[src/rtl/wdog_pkg.sv]
`timescale 1ns/1ps
package wdog_pkg;
  localparam int unsigned ADDR_W = 2;

  typedef enum logic [ADDR_W-1:0] {
    REG_START = 2'd0,
    REG_CTRL  = 2'd1,
    REG_LIVE  = 2'd2,
    REG_NONE  = 2'd3
  } wdog_reg_e;

  localparam int unsigned CTRL_EN_BIT     = 0;
  localparam int unsigned CTRL_RELOAD_BIT = 1;
  localparam int unsigned CTRL_CAUSE_BIT  = 2;
  localparam int unsigned CTRL_BITS       = 3;

  typedef struct packed {
    logic cause_clr;
    logic reload;
    logic enable;
  } ctrl_wr_t;
endpackage

[src/rtl/wdog_regfile.sv]
`timescale 1ns/1ps
module wdog_regfile #(
  parameter int unsigned CNT_W      = 32,
  parameter logic [CNT_W-1:0] INIT_COUNT = '1
) (
  input  logic                      clk,
  input  logic                      por_n,
  input  logic                      bus_wr,
  input  logic [wdog_pkg::ADDR_W-1:0] bus_addr,
  input  logic [CNT_W-1:0]          bus_wdata,
  input  logic                      expire,
  input  logic                      rst_active,
  output logic [CNT_W-1:0]          start_val,
  output logic                      wd_enable,
  output logic                      wd_cause,
  output logic                      reload_req,
  output logic                      load_live
);
  import wdog_pkg::*;

  logic     wr_ok;
  logic     wr_start;
  logic     wr_ctrl;
  ctrl_wr_t ctrl_w;

  // Writes are frozen while the reset pulse is active.
  assign wr_ok    = bus_wr && !rst_active;
  assign wr_start = wr_ok && (bus_addr == REG_START);
  assign wr_ctrl  = wr_ok && (bus_addr == REG_CTRL);

  assign ctrl_w.enable    = bus_wdata[CTRL_EN_BIT];
  assign ctrl_w.reload    = bus_wdata[CTRL_RELOAD_BIT];
  assign ctrl_w.cause_clr = bus_wdata[CTRL_CAUSE_BIT];

  // Start value may only change while the timer is stopped.
  assign load_live  = wr_start && !wd_enable;
  assign reload_req = wr_ctrl && ctrl_w.reload;

  always_ff @(posedge clk or negedge por_n) begin
    if (!por_n) begin
      start_val <= INIT_COUNT;
    end else if (load_live) begin
      start_val <= bus_wdata;
    end
  end

  always_ff @(posedge clk or negedge por_n) begin
    if (!por_n) begin
      wd_enable <= 1'b0;
    end else if (expire) begin
      wd_enable <= 1'b0;
    end else if (wr_ctrl) begin
      wd_enable <= ctrl_w.enable;
    end
  end

  // Cause flag: set by expiry, cleared by write-one or power-on only.
  always_ff @(posedge clk or negedge por_n) begin
    if (!por_n) begin
      wd_cause <= 1'b0;
    end else if (expire) begin
      wd_cause <= 1'b1;
    end else if (wr_ctrl && ctrl_w.cause_clr) begin
      wd_cause <= 1'b0;
    end
  end
endmodule

[src/rtl/wdog_downcounter.sv]
`timescale 1ns/1ps
module wdog_downcounter #(
  parameter int unsigned CNT_W      = 32,
  parameter logic [CNT_W-1:0] INIT_COUNT = '1
) (
  input  logic             clk,
  input  logic             por_n,
  input  logic             wd_enable,
  input  logic             reload_req,
  input  logic             load_live,
  input  logic [CNT_W-1:0] new_val,
  input  logic [CNT_W-1:0] start_val,
  output logic [CNT_W-1:0] live_cnt,
  output logic             expire
);
  localparam logic [CNT_W-1:0] ONE = CNT_W'(1);

  logic at_end;

  // The step from one to zero is the expiry; a zero start behaves as one.
  assign at_end = (live_cnt <= ONE);
  assign expire = wd_enable && at_end && !reload_req;

  always_ff @(posedge clk or negedge por_n) begin
    if (!por_n) begin
      live_cnt <= INIT_COUNT;
    end else if (load_live) begin
      live_cnt <= new_val;
    end else if (reload_req || expire) begin
      live_cnt <= start_val;
    end else if (wd_enable) begin
      live_cnt <= live_cnt - ONE;
    end
  end
endmodule

[src/rtl/wdog_pulse_gen.sv]
`timescale 1ns/1ps
module wdog_pulse_gen #(
  parameter int unsigned PULSE_LEN = 16
) (
  input  logic clk,
  input  logic por_n,
  input  logic expire,
  output logic rst_out
);
  localparam int unsigned PW = $clog2(PULSE_LEN + 1);

  logic [PW-1:0] remain;

  always_ff @(posedge clk or negedge por_n) begin
    if (!por_n) begin
      rst_out <= 1'b0;
      remain  <= '0;
    end else if (expire) begin
      rst_out <= 1'b1;
      remain  <= PW'(PULSE_LEN - 1);
    end else if (remain != '0) begin
      remain  <= remain - PW'(1);
    end else begin
      rst_out <= 1'b0;
    end
  end
endmodule

[src/rtl/wdog_reset_unit.sv]
`timescale 1ns/1ps
module wdog_reset_unit #(
  parameter int unsigned CNT_W      = 32,
  parameter int unsigned PULSE_LEN  = 16,
  parameter logic [CNT_W-1:0] INIT_COUNT = '1
) (
  input  logic                        clk,
  input  logic                        por_n,
  input  logic                        bus_wr,
  input  logic [wdog_pkg::ADDR_W-1:0] bus_addr,
  input  logic [CNT_W-1:0]            bus_wdata,
  input  logic [wdog_pkg::ADDR_W-1:0] bus_raddr,
  output logic [CNT_W-1:0]            bus_rdata,
  output logic                        sys_rst_o
);
  import wdog_pkg::*;

  logic [CNT_W-1:0] start_val;
  logic [CNT_W-1:0] live_cnt;
  logic             wd_enable;
  logic             wd_cause;
  logic             reload_req;
  logic             load_live;
  logic             expire;

  wdog_regfile #(.CNT_W(CNT_W), .INIT_COUNT(INIT_COUNT)) u_regs (
    .clk        (clk),
    .por_n      (por_n),
    .bus_wr     (bus_wr),
    .bus_addr   (bus_addr),
    .bus_wdata  (bus_wdata),
    .expire     (expire),
    .rst_active (sys_rst_o),
    .start_val  (start_val),
    .wd_enable  (wd_enable),
    .wd_cause   (wd_cause),
    .reload_req (reload_req),
    .load_live  (load_live)
  );

  wdog_downcounter #(.CNT_W(CNT_W), .INIT_COUNT(INIT_COUNT)) u_cnt (
    .clk        (clk),
    .por_n      (por_n),
    .wd_enable  (wd_enable),
    .reload_req (reload_req),
    .load_live  (load_live),
    .new_val    (bus_wdata),
    .start_val  (start_val),
    .live_cnt   (live_cnt),
    .expire     (expire)
  );

  wdog_pulse_gen #(.PULSE_LEN(PULSE_LEN)) u_pulse (
    .clk     (clk),
    .por_n   (por_n),
    .expire  (expire),
    .rst_out (sys_rst_o)
  );

  always_comb begin
    bus_rdata = '0;
    case (bus_raddr)
      REG_START: bus_rdata = start_val;
      REG_CTRL: begin
        bus_rdata[CTRL_EN_BIT]    = wd_enable;
        bus_rdata[CTRL_CAUSE_BIT] = wd_cause;
      end
      REG_LIVE:  bus_rdata = live_cnt;
      default:   bus_rdata = '0;
    endcase
  end
endmodule

[config.mk]
export PLATFORM = sky130hd
export DESIGN_NAME = wdog_reset_unit
export DESIGN_NICKNAME = d
export VERILOG_FILES = /design/src/rtl/wdog_pkg.sv /design/src/rtl/wdog_regfile.sv /design/src/rtl/wdog_downcounter.sv /design/src/rtl/wdog_pulse_gen.sv /design/src/rtl/wdog_reset_unit.sv
export SDC_FILE = /design/constraint.sdc
export NUM_CORES = 1
export LEC_CHECK = 0
export ABC_AREA = 1
export BUFFER_PORTS_ARGS = -buffer_cell sky130_fd_sc_hd__buf_4
export CORE_ASPECT_RATIO = 0.9
export CORE_MARGIN = 1.5
export CORE_UTILIZATION = 25
export CTS_CLUSTER_DIAMETER = 60
export DETAILED_ROUTE_END_ITERATION = 16
export SYNTH_ARGS = -nofsm -noshare
export SYNTH_HDL_FRONTEND = slang
export SYNTH_SLANG_ARGS = --single-unit
[constraint.sdc]
create_clock -name clk -period 2.2 [get_ports clk]
set_input_delay 0.44 -clock clk [delete_from_list [all_inputs] [get_ports clk]]
set_output_delay 0.44 -clock clk [all_outputs]
set_load 0.05 [all_outputs]
==> metrics <==
worst-skew pair later-pin latency 0.35 ns; Routed WL per cell 13.86 um; layout cell share with drive strength beyond 1 24.10%; critical path capture point type primary output; Synthesized Nets 767; Ant. Diodes 0; crit path cell chain inv_1, o22ai_1, buf_4; Slew headroom 73.16%; # Post-CTS Setup Buffers 0; largest net degree at the start of global routing 51; Syn-to-layout area delta 25.55%; data arrival time of the worst path 1.54 ns; commonest cells in the netlist nand2_1 (202), nor2_1 (112), inv_1 (100); Critical Path RT 1.76 ns; DIE HEIGHT 135.0 um; clk buf depth 2; pwr dens 1320 nW/um^2; startpoint types flop; post-synth top area cell dfstp_2; root buffer cell clkbuf_16; Top FF cell, synth dfstp_2; Avg Vias per Cell 4.491; EDFF count, synth 0; CTS Hold Bufs 0; port bufs 71; CTS buffer count 9; Unique masters post-synth 28; CP max stage cell dfstp_2; routability cong. 0.9056; drt first pass iters 5; Sink Count 72; worst stage delay on the critical path 0.56 ns; Post-Synthesis Cells 724; register area share after synthesis 38.89%; Rows 48; vias 4738; Tcrit/Tclk final 90.01%; initial DRC count 350; outcome completed; max-slew violations 0; first-pass GRT wire length 23920 um; final net count 843; CP Class flop to primary output; power after layout 8.017 mW; CP Max Fanout 5; class of the worst hold path input pin to asynchronous set/reset pin; Mapped Avg Cell Area 6.683 um^2; Worst Setup SP u_cnt.live_cnt[19]$_DFFE_PN1P_; peak supply drop 0.0005224 V; Final WS setup 0.2198 ns; Total Routing Usage GR 15.27%; DRC viols 0; static leakage 2.987 nW; unrepaired setup endpoints after global routing no; Worst-Margin Slew 0.4026 ns; top-count cell post-synth nand2_1; GR Overflow Total 0; Die W 149.6 um; # resized after CTS 0; Post-Route WL 14620 um; M3 GR Usage 3.243%; Place WS 0.2552 ns; met2 Usage GRT 23.43%; Peak Freq 0.5050 GHz; starting density of the core 25.33%; skew final 0.008371 ns; Sum Neg Setup Slack 0 ns; Critical path buffers and inverters 2; CTS tree built; min Tclk post-route 1.980 ns; Synth top area share 34.76%; Layout Utilization 31.81%; gr busiest metal met2; post-route non-filler standard cell count 1055; Yosys warning total 0; H-tree depth 3; Cell Area, Synth 4838 um^2; FF+latch count, synth 72; max cap viols 0; CTS clock-pin slew for the worst setup and hold paths 0.06 ns; cell family with the largest share of critical-path delay flip-flops; Final Hold Fails 0; synth top area cells dfstp_2 (35%), nand2_1 (16%), nor2_1 (8.7%); I/O pins 72; number of global-route vias before repair 4658; DRT antenna net count 0; HPWL Detailed 10960 um; Die Area 20200 um^2; initial antenna violation count 0; filler instances 2121; GRT met1 Usage 21.17%; Core Area 19100 um^2; asr flop ratio synth 100.0%; Final Setup Violations 0; post-placement cell count 1039; Critical R2R Launch u_cnt.live_cnt[0]$_DFFE_PN1P_
==> state kept, by name, indices dropped and copies added (netlist names) <==
register and cells:
u_regs.wd_enable 1, u_cnt.live_cnt 32, u_pulse.remain 5, u_regs.start_val 32, u_pulse.rst_out 1, u_regs.wd_cause 1
==> metrics by stage <==
| step | cell area (um^2) | hold slack, ns |
|---|---|---|
| CTS | 6075 | 0.03015 |
| floorplan | 4838 | 0.1444 |
| global route | 6075 | 0.05435 |
| finish | 6075 | 0.02641 |
| detailed placement | 5756 | 0.4064 |
| global placement | 5756 | 0.4038 |
==> cells by family after synthesis <==
family,count (synthesis),synth area share [%]
AOI/OAI and AO/OA,114,13.09
xor gates and xnor gates,9,1.629
adders and majority gates,4,1.034
buffers and inverters,129,10.76
DFF,72,38.89
and+or+nand+nor,396,34.60
==> metal layers <==
metal | wire length [um] | up-vias | share of wire (%)
met1 | 7251 | 2163 | 50
met2 | 6410 | 109 | 44
met5 | 0 | - | 0
met3 | 692 | 21 | 4.7
li1 | - | 2445 | -
met4 | 266 | 0 | 1.8
==> path summary, 6_finish.rpt <==
path                                                          to  slack (ns)  cells after the start
worst min register to register    u_cnt.live_cnt[19]$_DFFE_PN1P_        0.49                      2
max in group asynchronous       u_regs.start_val[24]$_DFFE_PN1P_        1.39                      2
worst max-delay path                               bus_rdata[19]        0.22                      3
worst max register to register     u_cnt.live_cnt[3]$_DFFE_PN1P_        0.26                     10
worst min-delay path               u_pulse.remain[2]$_DFFE_PN0P_        0.03                      1
min in group clk                u_regs.start_val[27]$_DFFE_PN1P_        0.33                      3
==> layout by cell type, fill, tap and decap left out, drive strengths merged, types with 5 or more instances in the layout <==
master	n
nand4	10
a21oi	23
o22ai	22
inv	103
nor2	123
dfrtp	8
dfstp	64
clkbuf	14
nand3	54
nand2	207
o21ai	64
buf	91
xor2	5
==> layout make-up <==
type                    count  area, um^2  share of cell area, %
clock buffers              14       284.0                  4.676
flip-flops and latches     72        1882                  30.98
multi-input cells         523        2441                  40.19
clock inverters             2       35.03                 0.5767
well taps                 250       312.8                  5.149
inverters                 103       386.6                  6.365
repair buffers             91       733.2                  12.07
==> where the power goes <==
part	total, mW	switching (mW)	internal [mW]
registers	2.94	0.550	2.39
clock network	1.58	0.578	1.00
logic	3.49	2.28	1.22
No activity file was read; power rests on OpenSTA's default activity.
